### src/rtl/pmf_pkg.sv
package pmf_pkg;

    localparam int WORD_W = 16;

    typedef enum logic [1:0] {
        ST_IDLE   = 2'd0,
        ST_FRAME  = 2'd1,
        ST_REPORT = 2'd2
    } pmf_state_e;

    localparam logic [3:0] MODE_OFF   = 4'd0;
    localparam logic [3:0] MODE_PAT   = 4'd1;
    localparam logic [3:0] MODE_HASH  = 4'd2;
    localparam logic [3:0] MODE_BCAST = 4'd3;
    localparam logic [3:0] MODE_MCAST = 4'd4;

    // ones'-complement add with end-around carry
    function automatic logic [WORD_W-1:0] oc_add(input logic [WORD_W-1:0] a,
                                                  input logic [WORD_W-1:0] b);
        logic [WORD_W:0] s;
        s = {1'b0, a} + {1'b0, b};
        return s[WORD_W-1:0] + {{(WORD_W-1){1'b0}}, s[WORD_W]};
    endfunction

endpackage

### src/rtl/pmf_window.sv
module pmf_window #(
    parameter int WIN_BYTES  = 64,
    parameter int SPAN_BYTES = 128,
    parameter int OFS_W      = $clog2(SPAN_BYTES - WIN_BYTES)
) (
    input  logic                 clk,
    input  logic                 rst_n,
    input  logic                 start,
    input  logic                 step,
    input  logic [OFS_W-1:0]     ofs,
    input  logic [WIN_BYTES-1:0] mask,
    output logic                 incl,
    output logic                 win_done
);
    localparam int IDX_W = $clog2(SPAN_BYTES);
    localparam int WB_W  = $clog2(WIN_BYTES);
    localparam logic [IDX_W-1:0] IDX_MAX = IDX_W'(SPAN_BYTES - 1);

    logic [IDX_W-1:0] idx_q, cur_idx, ofs_x, win_end;
    logic [WB_W-1:0]  rel;
    logic             full_q, in_win, last_hit;

    assign cur_idx  = start ? '0 : idx_q;
    assign ofs_x    = IDX_W'(ofs);
    assign win_end  = ofs_x + IDX_W'(WIN_BYTES - 1);
    assign rel      = WB_W'(cur_idx - ofs_x);
    assign in_win   = (cur_idx >= ofs_x) && (cur_idx <= win_end);
    assign incl     = step && in_win && mask[rel];
    assign last_hit = step && (cur_idx == win_end);
    assign win_done = (full_q && !start) || last_hit;

    always_ff @(posedge clk or negedge rst_n) begin
        if (!rst_n) begin
            idx_q  <= '0;
            full_q <= 1'b0;
        end else if (step) begin
            idx_q  <= (cur_idx == IDX_MAX) ? cur_idx : cur_idx + 1'b1;
            full_q <= start ? last_hit : (full_q || last_hit);
        end
    end

    // once the last window byte is seen, the flag stays until the next frame
    p_full_sticky_r7: assert property (@(posedge clk) disable iff (!rst_n)
        (full_q && !start) |=> full_q);

endmodule

### src/rtl/pmf_csum.sv
module pmf_csum
    import pmf_pkg::*;
(
    input  logic              clk,
    input  logic              rst_n,
    input  logic              clr,
    input  logic              take,
    input  logic [7:0]        byte_in,
    output logic [WORD_W-1:0] csum_now
);
    logic [WORD_W-1:0] sum_q, b_sum, n_sum, tot;
    logic [7:0]        hi_q, b_hi, n_hi;
    logic              pend_q, b_pend, n_pend;

    always_comb begin
        b_sum  = clr ? '0   : sum_q;
        b_hi   = clr ? '0   : hi_q;
        b_pend = clr ? 1'b0 : pend_q;
        n_sum  = b_sum;
        n_hi   = b_hi;
        n_pend = b_pend;
        if (take) begin
            if (b_pend) begin
                n_sum  = oc_add(b_sum, {b_hi, byte_in});
                n_pend = 1'b0;
            end else begin
                n_hi   = byte_in;
                n_pend = 1'b1;
            end
        end
        tot      = n_pend ? oc_add(n_sum, {n_hi, 8'h00}) : n_sum;
        csum_now = ~tot;
    end

    always_ff @(posedge clk or negedge rst_n) begin
        if (!rst_n) begin
            sum_q  <= '0;
            hi_q   <= '0;
            pend_q <= 1'b0;
        end else if (clr || take) begin
            sum_q  <= n_sum;
            hi_q   <= n_hi;
            pend_q <= n_pend;
        end
    end

    p_hold_dropped_r4: assert property (@(posedge clk) disable iff (!rst_n)
        (!clr && !take) |=> ($stable(sum_q) && $stable(pend_q)));

    p_pair_open_r5: assert property (@(posedge clk) disable iff (!rst_n)
        (!clr && take && !pend_q) |=> pend_q);

endmodule

### src/rtl/pmf_combine.sv
module pmf_combine
    import pmf_pkg::*;
#(
    parameter int MODE_W = 4
) (
    input  logic [MODE_W-1:0] mode,
    input  logic              pat,
    input  logic              bcast,
    input  logic              hash,
    input  logic              mcast,
    output logic              accept
);
    always_comb begin
        case (mode)
            MODE_PAT:   accept = pat;
            MODE_HASH:  accept = pat && hash;
            MODE_BCAST: accept = pat && bcast;
            MODE_MCAST: accept = pat && mcast;
            default:    accept = 1'b0;
        endcase
    end
endmodule

### src/rtl/pmf_filter_top.sv
module pmf_filter_top
    import pmf_pkg::*;
#(
    parameter int WIN_BYTES  = 64,
    parameter int SPAN_BYTES = 128,
    parameter int MODE_W     = 4,
    parameter int OFS_W      = $clog2(SPAN_BYTES - WIN_BYTES)
) (
    input  logic                 clk,
    input  logic                 rst_n,
    input  logic [OFS_W-1:0]     cfg_offset,
    input  logic [WIN_BYTES-1:0] cfg_mask,
    input  logic [WORD_W-1:0]    cfg_expect,
    input  logic                 cfg_invert,
    input  logic [MODE_W-1:0]    cfg_mode,
    input  logic                 rx_valid,
    input  logic                 rx_sof,
    input  logic                 rx_eof,
    input  logic [7:0]           rx_data,
    input  logic                 cond_bcast,
    input  logic                 cond_hash,
    input  logic                 cond_mcast,
    output logic                 dec_valid,
    output logic                 dec_accept
);
    localparam logic [OFS_W-1:0] OFS_BAD = OFS_W'(1);

    pmf_state_e state_q, state_d;

    logic [OFS_W-1:0]     lat_ofs, eff_ofs;
    logic [WIN_BYTES-1:0] lat_mask, eff_mask;
    logic [WORD_W-1:0]    lat_exp, eff_exp, csum;
    logic                 lat_inv, eff_inv;
    logic [MODE_W-1:0]    lat_mode, eff_mode;
    logic                 frame_start, step, end_now, incl, win_done, pat, acc;
    logic                 acc_q;

    assign frame_start = rx_valid && rx_sof;
    assign step        = rx_valid && (rx_sof || state_q == ST_FRAME);
    assign end_now     = step && rx_eof;

    // configuration in force for this byte: live on the start byte, latched after
    assign eff_ofs  = frame_start ? cfg_offset : lat_ofs;
    assign eff_mask = frame_start ? cfg_mask   : lat_mask;
    assign eff_exp  = frame_start ? cfg_expect : lat_exp;
    assign eff_inv  = frame_start ? cfg_invert : lat_inv;
    assign eff_mode = frame_start ? cfg_mode   : lat_mode;

    always_ff @(posedge clk or negedge rst_n) begin
        if (!rst_n) begin
            lat_ofs  <= '0;
            lat_mask <= '0;
            lat_exp  <= '0;
            lat_inv  <= 1'b0;
            lat_mode <= MODE_OFF;
        end else if (frame_start) begin
            lat_ofs  <= cfg_offset;
            lat_mask <= cfg_mask;
            lat_exp  <= cfg_expect;
            lat_inv  <= cfg_invert;
            lat_mode <= cfg_mode;
        end
    end

    pmf_window #(
        .WIN_BYTES (WIN_BYTES),
        .SPAN_BYTES(SPAN_BYTES),
        .OFS_W     (OFS_W)
    ) u_window (
        .clk     (clk),
        .rst_n   (rst_n),
        .start   (frame_start),
        .step    (step),
        .ofs     (eff_ofs),
        .mask    (eff_mask),
        .incl    (incl),
        .win_done(win_done)
    );

    pmf_csum u_csum (
        .clk     (clk),
        .rst_n   (rst_n),
        .clr     (frame_start),
        .take    (incl),
        .byte_in (rx_data),
        .csum_now(csum)
    );

    assign pat = win_done && (eff_ofs != OFS_BAD) && ((csum == eff_exp) ^ eff_inv);

    pmf_combine #(.MODE_W(MODE_W)) u_combine (
        .mode  (eff_mode),
        .pat   (pat),
        .bcast (cond_bcast),
        .hash  (cond_hash),
        .mcast (cond_mcast),
        .accept(acc)
    );

    // next-state logic
    always_comb begin
        state_d = state_q;
        if (frame_start) begin
            state_d = rx_eof ? ST_REPORT : ST_FRAME;
        end else begin
            unique case (state_q)
                ST_IDLE:   state_d = ST_IDLE;
                ST_FRAME:  state_d = (rx_valid && rx_eof) ? ST_REPORT : ST_FRAME;
                ST_REPORT: state_d = ST_IDLE;
                default:   state_d = ST_IDLE;
            endcase
        end
    end

    // state register
    always_ff @(posedge clk or negedge rst_n) begin
        if (!rst_n) state_q <= ST_IDLE;
        else        state_q <= state_d;
    end

    // output register
    always_ff @(posedge clk or negedge rst_n) begin
        if (!rst_n)       acc_q <= 1'b0;
        else if (end_now) acc_q <= acc;
        else              acc_q <= 1'b0;
    end

    assign dec_valid  = (state_q == ST_REPORT);
    assign dec_accept = dec_valid && acc_q;

    p_valid_after_eof_r2: assert property (@(posedge clk) disable iff (!rst_n)
        dec_valid |-> $past(rx_valid && rx_eof));

    p_accept_needs_valid_r2: assert property (@(posedge clk) disable iff (!rst_n)
        dec_accept |-> dec_valid);

    p_off_rejects_r9: assert property (@(posedge clk) disable iff (!rst_n)
        (end_now && eff_mode == MODE_OFF) |=> !dec_accept);

    p_bad_offset_r8: assert property (@(posedge clk) disable iff (!rst_n)
        (end_now && eff_ofs == OFS_BAD) |=> !dec_accept);

endmodule

### config.mk
export PLATFORM = sky130hd
export DESIGN_NAME = pmf_filter_top
export DESIGN_NICKNAME = d
export VERILOG_FILES = /design/src/rtl/pmf_pkg.sv /design/src/rtl/pmf_window.sv /design/src/rtl/pmf_csum.sv /design/src/rtl/pmf_combine.sv /design/src/rtl/pmf_filter_top.sv
export SDC_FILE = /design/constraint.sdc
export NUM_CORES = 1
export LEC_CHECK = 0
export BUFFER_PORTS_ARGS = -buffer_cell sky130_fd_sc_hd__buf_2
export CAP_MARGIN = 20
export CORE_AREA = 2 2 146 148
export CTS_CLUSTER_SIZE = 30
export DETAILED_ROUTE_END_ITERATION = 12
export DIE_AREA = 0 0 148 150
export GPL_TIMING_DRIVEN = 0
export PLACE_DENSITY_LB_ADDON = 0.12
export SYNTH_ARGS = -nofsm -noshare
export SYNTH_HDL_FRONTEND = slang
export SYNTH_SLANG_ARGS = --single-unit
### constraint.sdc
create_clock -name clk -period 14.25 [get_ports clk]
set_input_delay 2.85 -clock clk [delete_from_list [all_inputs] [get_ports clk]]
set_output_delay 2.85 -clock clk [all_outputs]
set_load 0.005 [all_outputs]
==> results by group, run 1 <==
Place
  • Buffers added on ports: 106
  • RD Place Congestion: 0.8776
  • Dpl ws: -1.575 ns
  • Detail Placement HPWL: 19.00 mm

Layout
  • ANT cells: 0
  • Layout cells sized above 1: 0.2373
  • # nets final: 1233
  • Commonest cells after routing, fill and taps aside: dfrtp_1 (127), nand2_1 (126), buf_2 (114)
  • Utilization after layout: 0.5123
  • Most common cell after layout, fill and taps aside: dfrtp_1
  • Area Growth Syn to Fin: 16.54%
  • Layout fillers: 2004

Clocking
  • Hold-fix buffers, CTS: 0
  • CTS tree: done
  • Clk root buf: clkbuf_16
  • Longest Clk Path Bufs: 2
  • Total CTS buffers: 17
  • Clock Sinks: 127
  • Worst skew pair latency: 0.44 ns
  • Worst-path clk slew: 0.06 ns
  • H-tree levels: 4
  • Postcts setup bufs: 0

Routing
  • Routed WL: 24.75 mm
  • Vias post-DR: 7596
  • DRC errors left: 0
  • Initial DRC Count: 459
  • Vias/cell: 5.524
  • TritonRoute pass-1 iters: 6
  • Antenna Nets Post-Route: 0
  • WL per Instance: 18.00 µm

Min path
  • Worst Hold Class: register to register
  • Worst hold stages: 2
  • Hold Crit Start: lat_mask[52]$_DFF_PN0_

Die
  • Initial Util: 0.4396
  • Die area: 22200 µm²
  • Io pins: 109
  • Rows: 53
  • CORE AREA: 20690 µm²
  • Die height: 150 µm
  • Die width: 148 µm

Yosys
  • Sequential share of the synthesized area: 0.3494
  • Ys flop type: dfrtp_1
  • Async SR Flop Fraction: 1.000
  • #FFs+latches synth: 127
  • Syn Nets: 1110
  • Syn_area_per_cell: 9.435 µm²
  • Synth Cell Area: 9095 µm²
  • EDFF count, synth: 0
  • Gate count of the mapped netlist: 964
  • Ys Warns: 0
  • Count of different cell masters after synthesis: 86

Timing
  • Tcrit/Tclk final: 0.9317
  • Fmax: 0.07532 GHz
  • Worst slew pin tran: 0.9288 ns
  • Slew Limit Fails: 0
  • Hold Fails Final Rpt: 0
  • RSZ-0062 raised after global routing: false
  • Min cycle time layout: 13.28 ns
  • Clk_skew: 0.02026 ns
  • Final setup viols: 0
  • Final worst slack: 0.9736 ns
  • Relative slew margins: 0.3752

Worst setup path
  • Setup crit end kind: register
  • Startpoint Class: input port
  • CP delay by family, top: buffers and inverters
  • R2R depth: 40
  • CP Depth: 45
  • RR Startpoint: u_csum.sum_q[1]$_DFFE_PN0P_
  • CP max stage cell: or4_1
  • CP bufs+invs: 14
  • CP startpoint: rx_valid
  • Crit path max fanout: 28
  • Setup CP Type: input port to register
  • Data required time of the worst path: 14.59 ns
  • Max incr delay on CP: 0.54 ns
  • Worst Path Arrival: 13.62 ns

GRT
  • First-pass GRT wire length: 39.83 mm
  • Vias in the first global route: 7408
  • Total grt overflow: 0
  • Initial antenna violation count: 0
  • Largest net degree at the start of global routing: 95
  • GRT Overall Usage: 0.2324

Status
  • Outcome: complete, no violations

Power and ir drop
  • Peak supply drop: 0.08742 mV
  • Leak: 4.885 nW
  • Power density over the cells: 131.8 nW/µm²

Job
  • Max Cap Viol: 0
==> flip-flops by register name, summed over array words and instances, names as in the netlist <==
signal           cells
lat_mask            64
lat_exp             16
u_csum.sum_q        16
u_csum.hi_q          8
u_window.idx_q       7
lat_ofs              6
lat_mode             4
state_q              2
acc_q                1
lat_inv              1
u_csum.pend_q        1
u_window.full_q      1
==> worst paths after layout <==
kind | endpoint | slack (ns)
setup / recovery | acc_q$_DFF_PN0_ | 0.97
hold / removal | lat_mask[52]$_DFF_PN0_ | 0.47
setup reg to reg | acc_q$_DFF_PN0_ | 4.72
min in group asynchronous | lat_mask[44]$_DFF_PN0_ | 2.29
hold reg to reg | lat_mask[52]$_DFF_PN0_ | 0.47
max in group asynchronous | u_csum.sum_q[1]$_DFFE_PN0P_ | 11.14
==> stage by stage <==
step | power, mW | std cells | cell area [µm²] | hold WS, ns | TNS, ns
floorplan | 0.8114 | 964 | 9095 | 0.4360 | 0
global placement | 0.9487 | 1345 | 9970 | 0.4560 | -1.552
detailed placement | 0.9549 | 1346 | 10000 | 0.4578 | -1.575
finish | 1.397 | 1375 | 10600 | 0.4718 | 0
CTS | 1.405 | 1376 | 10600 | 0.4737 | 0
global route | 1.479 | 1375 | 10600 | 0.4995 | 0
==> final cells by class <==
type,count,area (µm²),area share
Clock buffer,17,425.4,0.04014
Buffer,45,252.7,0.02385
Inverter,43,161.4,0.01523
Timing Repair Buffer,107,564.3,0.05324
Sequential cell,127,3178,0.2998
Multi-Input combinational cell,746,5500,0.5189
Tap cell,275,344.1,0.03246
Clock inverter,15,172.7,0.01629
==> routing by layer <==
metal,routed length (µm),share of wire,track usage,vias up
li1,-,-,-,3725
met1,12160,0.49,0.3352,3646
met2,11160,0.45,0.3625,199
met3,1077,0.044,0.03445,26
met4,355,0.014,0.06810,0
met5,0,0,0,-
==> power by group <==
group | leakage (nW) | total (mW) | switching (mW) | internal (mW)
logic | 3.02 | 0.529 | 0.308 | 0.222
registers | 1.58 | 0.423 | 0.0165 | 0.407
clock network | 0.287 | 0.444 | 0.195 | 0.249
total | 4.88 | 1.40 | 0.519 | 0.878
==> cells by family (layout without fill, tap and decap cells) <==
family	Yosys count	count (layout)	synth area share
flip-flops	127	127	0.3494
XOR/XNOR	81	81	0.08103
adder cells (fa/ha/maj)	40	40	0.05558
buffers and inverters	91	227	0.04622
AO/OA/AOI/OAI	211	211	0.1691
AND/OR/NAND/NOR	317	317	0.1801
multiplexers	97	97	0.1186
==> cells in the mapped netlist, types with 10 or more instances <==
master    count  area, µm²
dfrtp_1     127       3178
nand2_1     126      473.0
mux2_2       62      698.2
xnor2_1      53      464.2
nor2_1       44      165.2
inv_1        42      157.7
ha_1         38      475.5
o21ai_0      37      185.2
a21oi_1      32      160.2
and2_1       32      200.2
mux2i_1      32      320.3
xor2_1       26      227.7
clkbuf_1     24      90.09
a22o_1       19      166.4
nand3_1      19      95.09
nor3_1       17      85.08
nand4_1      13      81.33
a21o_1       10      75.07
o22a_1       10      87.58
==> repair_timing <==
action                     4_1_cts  5_1_grt
gates cloned                     0        0
resized for setup                2        4
setup endpoints to repair        1        1
==> worst reg2reg max path, delay by kind of cell, from the launching register on <==
family	cells	cell delay [ns]
AOI/OAI and AO/OA	16	3.64
xor gates and xnor gates	3	0.50
adders and majority gates	6	1.53
buffers and inverters	3	0.40
DFF	1	0.49
muxes	1	0.38
and+or+nand+nor	11	2.52
No activity file was read; power rests on OpenSTA's default activity.
==> run 2: changes to the inputs <==
--- a/config.mk
+++ b/config.mk
@@ -5,12 +5,13 @@
 export SDC_FILE = /design/constraint.sdc
 export NUM_CORES = 1
 export LEC_CHECK = 0
+export ABC_AREA = 1
 export BUFFER_PORTS_ARGS = -buffer_cell sky130_fd_sc_hd__buf_2
 export CAP_MARGIN = 20
-export CORE_AREA = 2 2 146 148
+export CORE_AREA = 2 2 151 153
 export CTS_CLUSTER_SIZE = 30
 export DETAILED_ROUTE_END_ITERATION = 12
-export DIE_AREA = 0 0 148 150
+export DIE_AREA = 0 0 153 155
 export GPL_TIMING_DRIVEN = 0
 export PLACE_DENSITY_LB_ADDON = 0.12
 export SYNTH_ARGS = -nofsm -noshare
==> constraint.sdc (replaced) <==
create_clock -name clk -period 15.5 [get_ports clk]
set_input_delay 3.1 -clock clk [delete_from_list [all_inputs] [get_ports clk]]
set_output_delay 3.1 -clock clk [all_outputs]
set_load 0.005 [all_outputs]
==> results by group, run 2 <==
Status
  • Outcome: complete, no violations

Yosys
  • Most numerous cell in the Yosys netlist: nand2_1
  • #FFs+latches synth: 127 (unchanged)
  • Async SR Flop Fraction: 1.000 (unchanged)
  • Synth area leader: dfrtp_1
  • Syn Nets: 1644 (+48%)
  • Sequential share of the synthesized area: 0.3231 (-0.02636)
  • Area contributors post-synth: dfrtp_1 (32%), nand2_1 (18%), nand3_1 (10%), inv_1 (8.8%), ha_1 (4.8%)
  • Count of different cell masters after synthesis: 53 (-38%)
  • Most frequent cells after synthesis: nand2_1 (483), inv_1 (231), nand3_1 (199)
  • Ys flop type: dfrtp_1
  • EDFF count, synth: 0 (unchanged)
  • Gate count of the mapped netlist: 1498 (+55%)
  • Synth Cell Area: 9837 µm² (+8.2%)
  • Syn_area_per_cell: 6.567 µm² (-30%)
  • Top cell type's share of synthesized area: 0.3231 (-0.02636)
  • Ys Warns: 0 (unchanged)

Die
  • Io pins: 109 (unchanged)
  • Rows: 55 (+3.8%)
  • Die height: 155 µm (+3.3%)
  • Die area: 23720 µm² (+6.8%)
  • Initial Util: 0.4426 (+0.002969)
  • CORE AREA: 22230 µm² (+7.4%)
  • Die width: 153 µm (+3.4%)

Worst setup path
  • Setup CP Type: input port to register
  • Critical path's most frequent cell: nand2_1
  • Startpoint Class: input port
  • Worst Path Arrival: 12.44 ns (-1.18 ns)
  • Crit path max fanout: 10 (-64%)
  • Max incr delay on CP: 0.64 ns (+0.10 ns)
  • Setup crit end kind: register
  • Data required time of the worst path: 15.81 ns (+1.22 ns)
  • CP max stage cell: clkbuf_1

Timing
  • Worst hold slack: 0.4689 ns (-0.002910 ns)
  • Hold Fails Final Rpt: 0 (unchanged)
  • Tcrit/Tclk final: 0.7822
  • Worst slew pin tran: 0.7651 ns (-0.1637 ns)
  • Final setup TNS: 0 ns (unchanged)
  • Final worst slack: 3.375 ns (+2.402 ns)
  • Slew Limit Fails: 0 (unchanged)
  • Final setup viols: 0 (unchanged)
  • RSZ-0062 raised after global routing: false
  • Fmax: 0.08248 GHz
  • Clk_skew: 0.01813 ns (-0.002131 ns)
  • Relative slew margins: 0.4899 (+0.1147)
  • Min cycle time layout: 12.12 ns

Place
  • Dpl ws: 2.980 ns (+4.556 ns)
  • RD Place Congestion: 0.9306 (+6.0%)
  • Post-Place Cells: 1891 (+40%)
  • Placed Area: 10760 µm² (+7.6%)
  • Detail Placement HPWL: 22.95 mm (+21%)
  • Buffers added on ports: 107 (+0.94%)

Power and ir drop
  • Leak: 6.312 nW (+29%)
  • Peak supply drop: 0.07352 mV (-16%)
  • Pwr Total: 1.199 mW (-14%)
  • Power density over the cells: 106.0 nW/µm² (-20%)

Layout
  • Layout fillers: 2299 (+15%)
  • Finished layout cell area: 11310 µm² (+6.8%)
  • Commonest cells after routing, fill and taps aside: nand2_1 (483), inv_1 (231), nand3_1 (199)
  • Largest registers: lat_mask x64, lat_exp x16, u_csum.sum_q x16
  • ANT cells: 0 (unchanged)
  • Largest Register: lat_mask
  • Final non-filler cell total: 1923 (+40%)
  • Max FFs per register: 64 (unchanged)
  • Layout cells sized above 1: 0.1471 (-0.09014)
  • # nets final: 1771 (+44%)
  • Utilization after layout: 0.5090 (-0.003241)
  • Most common cell after layout, fill and taps aside: nand2_1
  • Area Growth Syn to Fin: 15.02%

GRT
  • Initial antenna violation count: 0 (unchanged)
  • Vias in the first global route: 9440 (+27%)
  • Largest net degree at the start of global routing: 73 (-23%)
  • Total grt overflow: 0 (unchanged)
  • First-pass GRT wire length: 48.95 mm (+23%)
  • GRT Overall Usage: 0.2606 (+0.02817)

Routing
  • WL per Instance: 15.67 µm (-13%)
  • Vias post-DR: 9872 (+30%)
  • TritonRoute pass-1 iters: 5 (-1)
  • DRC errors left: 0 (unchanged)
  • Routed WL: 30.12 mm (+22%)
  • Initial DRC Count: 742 (+62%)
  • Vias/cell: 5.134 (-7.1%)
  • Antenna Nets Post-Route: 0 (unchanged)

Clocking
  • Clk root buf: clkbuf_16
  • Hold-fix buffers, CTS: 0 (unchanged)
  • Total CTS buffers: 17 (unchanged)
  • Postcts setup bufs: 0 (unchanged)
  • Worst-path clk slew: 0.06 ns (about the same)
  • Clock Sinks: 127 (unchanged)
  • CTS tree: done
  • Resize count post-CTS: 0 (-2)
  • Worst skew pair latency: 0.43 ns (about the same)
  • H-tree levels: 4 (unchanged)
  • Longest Clk Path Bufs: 2 (unchanged)

Min path
  • Worst Hold Class: register to register

Job
  • Max Cap Viol: 0 (unchanged)
[run 2: cell types whose count changed after synthesis, moves of 27 or more]
cell,previous run,this run
nand3_1,19,199
nand2_1,126,483
xnor2_1,53,5
nor2_1,44,71
mux2i_1,32,0
inv_1,42,231
mux2_2,62,0
[run 2: final cells by class]
| type | instances | area (µm²) | share of cell area |
|---|---|---|---|
| Inverter | 245 | 919.6 | 0.08128 |
| Clock buffer | 19 | 442.9 | 0.03915 |
| Tap cell | 285 | 356.6 | 0.03152 |
| Buffer | 47 | 266.5 | 0.02355 |
| Clock inverter | 13 | 108.9 | 0.009621 |
| Sequential cell | 127 | 3178 | 0.2809 |
| Multi-Input combinational cell | 1079 | 5473 | 0.4837 |
| Timing Repair Buffer | 108 | 569.3 | 0.05032 |
[run 2: power breakdown]
group | internal, mW | switching, mW
Sequential | 0.368 | 0.0129
Clock | 0.212 | 0.171
Combinational | 0.140 | 0.294
[run 2: worst max-delay path, delay by kind of cell]
| kind | cells | cell delay, ns |
|---|---|---|
| AND/OR/NAND/NOR | 30 | 3.51 |
| buffers and inverters | 10 | 2.77 |
| adder cells (fa/ha/maj) | 7 | 1.71 |
| AO/OA/AOI/OAI | 6 | 1.29 |
[run 2: kinds of logic after synthesis]
family / count (synthesis) / synth area share
buffers and inverters: 292 / 0.1206
adder cells (fa/ha/maj): 39 / 0.05037
XOR/XNOR: 17 / 0.01666
flip-flops: 127 / 0.3231
AO/OA/AOI/OAI: 150 / 0.09273
AND/OR/NAND/NOR: 873 / 0.3966
[run 2: worst paths after layout]
check                                       from                           end  slack [ns]  cells past startpoint
max                                       rx_sof               acc_q$_DFF_PN0_        3.38                     53
min                        lat_mask[0]$_DFF_PN0_         lat_mask[0]$_DFF_PN0_        0.47                      2
max reg2reg                 lat_ofs[0]$_DFF_PN0_               acc_q$_DFF_PN0_        7.50                     46
min reg2reg                lat_mask[0]$_DFF_PN0_         lat_mask[0]$_DFF_PN0_        0.47                      2
max in group asynchronous                  rst_n  u_csum.sum_q[13]$_DFFE_PN0P_       12.09                      2
min in group asynchronous                  rst_n         lat_mask[5]$_DFF_PN0_        2.62                      1
[run 2: layer usage]
metal,routed length [µm],GRT usage,up-vias
met4,418,0.06261,0
met2,13710,0.4224,209
met3,1248,0.03120,28
met5,0,0,-
met1,14740,0.3738,4617
li1,-,-,5018
==> run 3: changes to the inputs <==
==> constraint.sdc (replaced) <==
create_clock -name clk -period 12.2 [get_ports clk]
set_input_delay 2.44 -clock clk [delete_from_list [all_inputs] [get_ports clk]]
set_output_delay 2.44 -clock clk [all_outputs]
set_load 0.005 [all_outputs]
==> results by group, run 3 (same netlist as run 2, synthesis figures left out) <==
Routing
  • Antenna Nets Post-Route: 0 (unchanged)
  • TritonRoute pass-1 iters: 5 (unchanged)
  • Initial DRC Count: 781 (+5.3%)
  • DRC errors left: 0 (unchanged)
  • Routed WL: 30.11 mm (about the same)
  • WL per Instance: 15.66 µm (about the same)
  • Vias post-DR: 9935 (+0.64%)
  • Vias/cell: 5.166 (+0.64%)

Worst setup path
  • Setup crit end kind: register
  • Data required time of the worst path: 12.51 ns (-3.30 ns)
  • CP bufs+invs: 10 (unchanged)
  • RR Startpoint: lat_ofs[0]$_DFF_PN0_
  • CP max stage cell: clkbuf_1
  • Crit path max fanout: 10 (unchanged)
  • Setup CP Type: input port to register
  • R2R depth: 46 (unchanged)
  • CP endpoint: acc_q$_DFF_PN0_
  • Worst R2R End: acc_q$_DFF_PN0_
  • CP startpoint: rx_sof
  • Worst Path Arrival: 11.52 ns (-0.92 ns)
  • FF-to-FF setup slack: 4.21 ns (-3.29 ns)
  • Max incr delay on CP: 0.52 ns (-0.12 ns)
  • CP delay by family, top: simple AND/OR/NAND/NOR gates
  • Critical path's most frequent cell: nand2_1
  • CP Depth: 53 (unchanged)
  • Startpoint Class: input port

Timing
  • Worst hold slack: 0.4678 ns (-0.001111 ns)
  • RSZ-0062 raised after global routing: false
  • Clk_skew: 0.01779 ns (-0.0003432 ns)
  • Tcrit/Tclk final: 0.9189
  • Final setup TNS: 0 ns (unchanged)
  • Relative slew margins: 0.5405 (+0.05060)
  • Slew Limit Fails: 0 (unchanged)
  • Fmax: 0.08920 GHz
  • Hold Fails Final Rpt: 0 (unchanged)
  • Final setup viols: 0 (unchanged)
  • Worst slew pin tran: 0.6892 ns (-0.07590 ns)
  • Min cycle time layout: 11.21 ns

Job
  • Max Cap Viol: 0 (unchanged)

Die
  • Die height: 155 µm (unchanged)
  • Die width: 153 µm (unchanged)
  • CORE AREA: 22230 µm² (unchanged)
  • Initial Util: 0.4426 (unchanged)
  • Io pins: 109 (unchanged)
  • Die area: 23720 µm² (unchanged)
  • Rows: 55 (unchanged)

Layout
  • ANT cells: 0 (unchanged)
  • Max FFs per register: 64 (unchanged)
  • Largest registers: lat_mask x64, lat_exp x16, u_csum.sum_q x16
  • Largest Register: lat_mask
  • Layout cells sized above 1: 0.1477 (+0.0006105)
  • # nets final: 1771 (unchanged)
  • Most common cell after layout, fill and taps aside: nand2_1
  • Area Growth Syn to Fin: 15.03% (about the same)
  • Commonest cells after routing, fill and taps aside: nand2_1 (483), inv_1 (231), nand3_1 (199)

GRT
  • Initial antenna violation count: 0 (unchanged)
  • Largest net degree at the start of global routing: 73 (unchanged)
  • First-pass GRT wire length: 48.95 mm (unchanged)
  • Total grt overflow: 0 (unchanged)
  • GRT Overall Usage: 0.2606 (unchanged)
  • Vias in the first global route: 9440 (unchanged)

Clocking
  • Worst-path clk slew: 0.06 ns (about the same)
  • Clk root buf: clkbuf_16
  • Clock Sinks: 127 (unchanged)
  • Longest Clk Path Bufs: 2 (unchanged)
  • Total CTS buffers: 17 (unchanged)
  • H-tree levels: 4 (unchanged)
  • Worst skew pair latency: 0.43 ns (about the same)
  • CTS tree: done

Place
  • Detail Placement HPWL: 22.95 mm (unchanged)
  • Buffers added on ports: 107 (unchanged)
  • RD Place Congestion: 0.9306 (unchanged)

Power and ir drop
  • Pint: 0.9158 mW (+27%)
  • Sw Pwr: 0.6053 mW (+27%)
  • Reg power frac: 0.319 (about the same)
  • Gate power share: 0.362 (about the same)
  • Pwr Total: 1.521 mW (+27%)
  • Peak supply drop: 0.09362 mV (+27%)
  • Clock network fraction of total power: 0.320 (about the same)
  • Leak: 6.315 nW (about the same)
  • Switch share: 0.3980 (-0.0009192)
  • Power density over the cells: 134.4 nW/µm² (+27%)

Min path
  • Worst Hold Class: register to register

Status
  • Outcome: complete, no violations
-- run 3: area by class of cell --
class / instances / area, µm²
plain buffers: 47 / 267.8
repair buffers: 108 / 569.3
inverters: 245 / 919.6
clock buffers: 19 / 442.9
fillers: 2300 / 10910
well taps: 285 / 356.6
clock inverters: 13 / 108.9
multi-input cells: 1079 / 5473
flip-flops and latches: 127 / 3178
-- run 3: through the flow --
step           utilization  instance area [µm²]  setup WS, ns  std cells
2_1_floorplan            -                 9837         3.094       1498
3_3_place_gp        0.4827                10730        0.3097       1890
3_5_place_dp        0.4842                10760        0.3404       1891
4_1_cts             0.5090                11310        0.7636       1923
5_1_grt             0.5091                11320        0.1435       1923
6_report            0.5091                11320        0.9893       1923
-- run 3: how the worst min path moves through the flow --
stage	slack, ns	startpoint	endpoint	cells past startpoint
detailed placement	0.45	lat_mask[1]$_DFF_PN0_	lat_mask[1]$_DFF_PN0_	2
global placement	0.45	lat_mask[1]$_DFF_PN0_	lat_mask[1]$_DFF_PN0_	2
global route	0.48	lat_mask[4]$_DFF_PN0_	lat_mask[4]$_DFF_PN0_	2
floorplan	0.44	lat_mask[0]$_DFF_PN0_	lat_mask[0]$_DFF_PN0_	2
finish	0.47	lat_mask[0]$_DFF_PN0_	lat_mask[0]$_DFF_PN0_	2
CTS	0.47	lat_mask[0]$_DFF_PN0_	lat_mask[0]$_DFF_PN0_	2
-- run 3: routing by layer --
layer,up-vias,wire length [µm],track usage
li1,5016,-,-
met1,4634,14380,0.3738
met3,28,1578,0.03120
met2,257,13740,0.4224
met5,-,0,0
met4,0,416,0.06261
-- run 3: timing repair --
action                     CTS  global route
gates resized for setup      0             2
setup buffers                0             0
setup endpoints to repair    0             1
hold buffers                 0             0
-- run 3: worst min-delay path: stages (launching register included) --
cell and delay (ns):
dfrtp_1 0.32, nand2_1 0.06, nand2_1 0.05
-- run 3: power groups by stage --
stage / registers (mW) / clock network (mW) / logic, mW
global route: 0.489 / 0.516 / 0.622
detailed placement: 0.492 / 0 / 0.543
global placement: 0.491 / 0 / 0.537
floorplan: 0.487 / 0 / 0.385
CTS: 0.484 / 0.494 / 0.547
finish: 0.485 / 0.486 / 0.550
